===== src/rtl/wp_status_unit.sv =====
module wp_status_unit #(
  parameter int ADDR_W = 12
) (
  input  logic              clk,
  input  logic              rst_n,
  input  logic              cmd_wen_set,
  input  logic              cmd_wen_clr,
  input  logic              cmd_flag_set,
  input  logic              cmd_sts_wr,
  input  logic [7:0]        sts_wdata,
  input  logic              wp_n,
  input  logic              cyc_start,
  input  logic              cyc_end,
  input  logic              arr_wr_req,
  input  logic [ADDR_W-1:0] arr_addr,
  input  logic              nv_ld,
  input  logic              nv_ld_lock,
  input  logic [1:0]        nv_ld_zone,
  output logic [7:0]        status,
  output logic              arr_grant,
  output logic              sts_grant
);
  logic       wel, flag, wip, lock, pend, p_lock;
  logic [1:0] zone, p_zone;
  logic [1:0] top;
  logic       busy, prot, frozen;

  assign top    = arr_addr[ADDR_W-1 -: 2];
  assign busy   = wip | pend;
  assign prot   = (zone == 2'b11) | ((zone == 2'b10) & top[1]) | ((zone == 2'b01) & (&top));
  assign frozen = lock & ~wp_n;

  assign arr_grant = arr_wr_req & wel & ~busy & ~prot;
  assign sts_grant = cmd_sts_wr & wel & ~busy & ~frozen;
  assign status    = {lock, flag, 2'b11, zone, wel, wip};

  always_ff @(posedge clk or negedge rst_n) begin
    if (!rst_n) begin
      wel    <= 1'b0;
      flag   <= 1'b0;
      wip    <= 1'b0;
      pend   <= 1'b0;
      p_lock <= 1'b0;
      p_zone <= 2'b00;
      lock   <= 1'b0;
      zone   <= 2'b00;
    end else begin
      if (cmd_wen_set)               wel <= 1'b1;
      else if (cmd_wen_clr | cyc_end) wel <= 1'b0;

      if (cmd_wen_clr)       flag <= 1'b0;
      else if (cmd_flag_set) flag <= 1'b1;

      if (cyc_start)    wip <= 1'b1;
      else if (cyc_end) wip <= 1'b0;

      if (nv_ld) begin
        lock <= nv_ld_lock;
        zone <= nv_ld_zone;
      end else if (cyc_end & pend) begin
        lock <= p_lock;
        zone <= p_zone;
      end

      if (sts_grant) begin
        pend   <= 1'b1;
        p_lock <= sts_wdata[7];
        p_zone <= sts_wdata[3:2];
      end else if (cyc_end) begin
        pend <= 1'b0;
      end
    end
  end
endmodule



===== config.mk =====
export PLATFORM = sky130hd
export DESIGN_NAME = wp_status_unit
export DESIGN_NICKNAME = d
export VERILOG_FILES = /design/src/rtl/wp_status_unit.sv
export SDC_FILE = /design/constraint.sdc
export NUM_CORES = 1
export LEC_CHECK = 0
export ABC_AREA = 1
export BUFFER_PORTS_ARGS = -buffer_cell sky130_fd_sc_hd__clkbuf_2
export CAP_MARGIN = 20
export CORE_MARGIN = 2
export CORE_UTILIZATION = 33
export CTS_CLUSTER_SIZE = 14
export DETAILED_ROUTE_END_ITERATION = 12
export PLACE_DENSITY_LB_ADDON = 0.12
export SLEW_MARGIN = 20
export SYNTH_ARGS = -nofsm -noshare
export SYNTH_HDL_FRONTEND = slang
export SYNTH_SLANG_ARGS = --single-unit
export TNS_END_PERCENT = 10

===== constraint.sdc =====
create_clock -name clk -period 0.83 [get_ports clk]
set_input_delay 0.166 -clock clk [delete_from_list [all_inputs] [get_ports clk]]
set_output_delay 0.166 -clock clk [all_outputs]
set_load 0.01 [all_outputs]

# Word-level counts from Yosys, hierarchy flattened
# Cells that the tools add are included.
[op_classes] eq_ne=3 mux=11 bitwise_logic=18 n_reduce_logical=6
[ops] cell="$and A1 B1 Y1" n=10
[ops] cell="$reduce_bool A2 Y1" n=5
[ops] cell="$mux W1" n=9
[ops] cell="$eq A2 B2 Y1 const B" n=2
[ops] cell="$mux W2" n=2
[ops] cell="$not A1 Y1" n=4
[ops] cell="$or A1 B1 Y1" n=4
[ops] cell="$eq A2 B1 Y1 const B" n=1
[ops] cell="$reduce_and A2 Y1" n=1
[totals] ff_bits=10 output_inout_bits=10 elab_cells=46

# Depth between registers and ports, before layout
[depth] ltp_word=6 mapped_depth=5 mapped_depth_nobuf=5

# Worst setup path before layout
# Ideal clock, no wire load.
[synth_timing] path_kind="reg2out" startpoint="reg zone[0]" endpoint="out arr_grant" arrival_ns=0.799 path_slack_ns=-0.135 path_stages_with_launch=4 cell_sequence="dfrtp_1 > o21ai_0 > nand2_1 > nor2_1"
[synth_between] elab_chain_cells=6 elab_cells_between_ends=9 cone_classes="eq/ne: 3; bitwise: 6"
[synth_lines] element="from (decl)" line_no="24" rtl="logic [1:0] zone, p_zone;"
[synth_lines] element="from (signal assigned)" line_no="59" rtl="zone <= nv_ld_zone;"
[synth_lines] element="from (signal assigned)" line_no="62" rtl="zone <= p_zone;"
[synth_lines] element="$eq A2 B2 Y1" line_no="30" rtl="assign prot = (zone == 2'b11) | ((zone == 2'b10) & top[1]) | ((zone == 2'b01) & (&top));"
[synth_lines] element="$and A1 B1 Y1" line_no="30"
[synth_lines] element="$or A1 B1 Y1" line_no="30"
[synth_lines] element="$or A1 B1 Y1 (*)" line_no="30"
[synth_lines] element="$not A1 Y1 (*)" line_no="33" rtl="assign arr_grant = arr_wr_req & wel & ~busy & ~prot;"
[synth_lines] element="$and A1 B1 Y1 (*)" line_no="33"
[synth_lines] element="to (decl)" line_no="20" rtl="output logic arr_grant,"
# Mark *: on every way between the ends. The rest lies on a longest branch, timed or not.

# Worst setup path in the final report
[layout_timing] startpoint="reg wip" endpoint="out sts_grant"
[layout_between] elab_chain_cells=4
[layout_lines] element="from (decl)" line_no="23" rtl="logic wel, flag, wip, lock, pend, p_lock;"
[layout_lines] element="from (signal assigned)" line_no="41" rtl="wip <= 1'b0;"
[layout_lines] element="from (signal assigned)" line_no="54" rtl="if (cyc_start) wip <= 1'b1;"
[layout_lines] element="from (signal assigned)" line_no="55" rtl="else if (cyc_end) wip <= 1'b0;"
[layout_lines] element="$or A1 B1 Y1" line_no="29" rtl="assign busy = wip | pend;"
[layout_lines] element="$not A1 Y1" line_no="34" rtl="assign sts_grant = cmd_sts_wr & wel & ~busy & ~frozen;"
[layout_lines] element="$and A1 B1 Y1 (2 in series)" line_no="34"
[layout_lines] element="to (decl)" line_no="21" rtl="output logic sts_grant"
# Every way passes these cells.

==> flow_summary.json <==
{
  "status": "complete, but fails checks",
  "violations": "negative setup slack",
  "drt-initial-drc-count": 11,
  "fin_crit_sh_pct": 159.3,
  "yosys-top-cells-area": "dfrtp_1 48%, nand2_1 18%, buf_4 8.6%, inv_1 6.4%, o21ai_0 3.8%",
  "critPathMaxFanout": 3,
  "clk_pin_slew_ns": 0.07,
  "ys_top_cells_by_count": "25 x nand2_1, 10 x dfrtp_1, 9 x inv_1",
  "worstPathCellList": "nor2_2 -> nand3_2 -> inv_2 -> clkbuf_2",
  "slowest_delay_ns": 0.41,
  "reg2reg_to": "p_zone[1]",
  "syn_avg_cell_area_um2": 7.746,
  "hold_class": "in2reg",
  "grt_use_total_pct": 14.03,
  "ys_types": 15,
  "die_w_um": 43.95,
  "die_h_um": 43.95,
  "crit_family": "flip-flops",
  "viasPerCell": 4.361,
  "crit_slowest_cell": "dfrtp_1",
  "clock_latency_ns": 0.26,
  "yosys.area.top_type_share_pct": 47.51,
  "p_per_area_nw_per_um2": 1816,
  "ioPinCount": 44,
  "overflow": 0,
  "cp_data_arrival_time_ns": 1.16,
  "cts_tree": "yes",
  "die-area_um2": 1932,
  "cp.required_ns": 0.66,
  "final_core_util_pct": 52.74,
  "place_hpwl_um": 923.5,
  "setup_slack_ns": -0.4925,
  "crit_start": "wip",
  "antenna_found_initial": 0,
  "hold_end": "flag",
  "p_leak_uw": 0.0004764,
  "ys.flop_type": "dfrtp_1",
  "synthCells": 68,
  "ys_async_sr_fraction_pct": 100.0,
  "cp-start-kind": "register",
  "r2r_start": "wip",
  "avgRoutedWirePerCell_um": 10.03,
  "grt_max_degree": 11,
  "max_freq_mhz": 756.2,
  "whs_path_depth": 2,
  "grt_first_pass_wirelength_mm": 1.911,
  "grt_pass1_vias": 456,
  "layout.nets": 141,
  "synth.most_common_cell": "nand2_1",
  "ys_warn_count": 0,
  "cts-root-buf": "clkbuf_4",
  "rsz0062_at_grt": "yes",
  "num_antenna_cells": 0,
  "setup_viol": 15,
  "cp-end-kind": "output pin",
  "drc": 0,
  "first_pass_iters": 4,
  "max-vdd-ir-drop_v": 0.001186,
  "numCtsBuffers": 3,
  "postRouteAntennaNets": 0,
  "place_inst": 113,
  "fp-row-count": 14,
  "ys_seq_elements": 10,
  "n_fill_cell": 165,
  "cp_num_buf_inv": 2,
  "netlist_area_um2": 526.8,
  "vias": 532,
  "synth_edf_count": 0,
  "crit_type": "reg2out",
  "finalHoldViolCount": 0,
  "syn2layout_area_growth_pct": 50.83,
  "initial_core_util_pct": 34.97,
  "reg2reg_setup_slack_ns": -0.29,
  "synth_area_leader_cell": "dfrtp_1",
  "fin_hold_ws_ns": 0.06888,
  "finalClockSkew_ns": 0.002395,
  "clkSinkCount": 10,
  "drv_slew": 0,
  "ctsHtreeMaxLevel": 1,
  "rr_worst_depth": 6,
  "drive_above_1_share_pct": 45.28,
  "postRouteWirelength_mm": 1.224,
  "timing.final.crit_period_ns": 1.322,
  "final_cells": 122,
  "gp_congestion": 0.7341,
  "cts_buffer_depth": 2,
  "synth_seq_area_share_pct": 47.51,
  "min_from": "cmd_wen_clr",
  "cap_violations": 0,
  "io_buffers": 26,
  "core_um2": 1506
}
-- worst reg2reg max path: cells and delay by family (launching register included) --
| kind | cells | cell delay [ns] |
|---|---|---|
| flip-flops | 1 | 0.41 |
| AND/OR/NAND/NOR | 3 | 0.33 |
| buffers and inverters | 3 | 0.32 |
-- cells in the final DEF, fill, tap and decap left out, drive strengths merged --
| cell | netlist | final |
|---|---|---|
| nor3 | 1 | 1 |
| o21ai | 4 | 4 |
| dfrtp | 10 | 10 |
| buf | 6 | 13 |
| nand4 | 3 | 3 |
| nand3 | 2 | 2 |
| o21bai | 1 | 1 |
| nor2 | 4 | 4 |
| clkbuf | 0 | 29 |
| a21o | 1 | 1 |
| conb | 1 | 2 |
| dlygate4sd3 | 0 | 1 |
| inv | 9 | 9 |
| nand2 | 25 | 25 |
| a21oi | 1 | 1 |
-- layout make-up --
type	count	area [um2]	share of cell area (%)
Clock buffer	4	36.28	4.567
Inverter	9	33.78	4.252
Multi-Input combinational cell	44	216.5	27.24
Sequential cell	10	250.2	31.50
Tap cell	16	20.02	2.520
Timing Repair Buffer	39	237.7	29.92
-- through the flow --
step           power (uW)  cell area [um2]  TNS (ns)  worst slack (ns)
2_1_floorplan       804.0            533.0   -0.5732           -0.1118
3_3_place_gp        955.2            698.2    -1.075           -0.1965
3_5_place_dp        958.2            698.2    -1.202           -0.1945
4_1_cts              1446            779.5    -3.596           -0.4622
5_1_grt              1541            794.5    -4.481           -0.5448
6_report             1442            794.5    -3.598           -0.4925
-- how the worst max path moves through the flow --
stage	cells after the start	to
2_1_floorplan	3	sts_grant
3_3_place_gp	4	arr_grant
3_5_place_dp	4	arr_grant
4_1_cts	4	arr_grant
5_1_grt	4	sts_grant
6_report	4	sts_grant
-- metal layers --
layer  wire (um)  part of all wire [%]  vias to the layer above  GRT usage, %
met5           0                     0                        -             0
met4          18                   1.5                        0         7.273
met3          68                   5.6                        2         2.500
met2         638                    52                       17         24.12
met1         498                    41                      234         16.49
li1            -                     -                      279             -
-- sequential cells by signal, summed over array words and instances (netlist names) --
register / count
flag: 1
lock: 1
p_lock: 1
p_zone: 2
pend: 1
wel: 1
wip: 1
zone: 2
-- power by group --
group,total [uW],leakage (uW),internal (uW),switching (uW)
clock,453,0.0000210,266,187
combinational,372,0.000332,193,179
sequential,618,0.000123,565,52.9
-- kinds of logic (layout without fill, tap and decap cells) --
family / Yosys count / after routing / share of synthesized area (%)
flip-flops: 10 / 10 / 47.51
AO/OA/AOI/OAI: 7 / 7 / 8.315
AND/OR/NAND/NOR: 35 / 35 / 28.50
buffers and inverters: 15 / 52 / 14.96
other: 1 / 2 / 0.7119
-- what timing repair did --
item | CTS | global route
setup endpoints to repair | 15 | 16
gates resized for setup | 4 | 2
endpoints found under the hold margin | 10 | 0
pin swaps | 2 | 0
setup buffers | 3 | 1
hold buffers | 1 | 0
(Power assumes the default switching activity.)
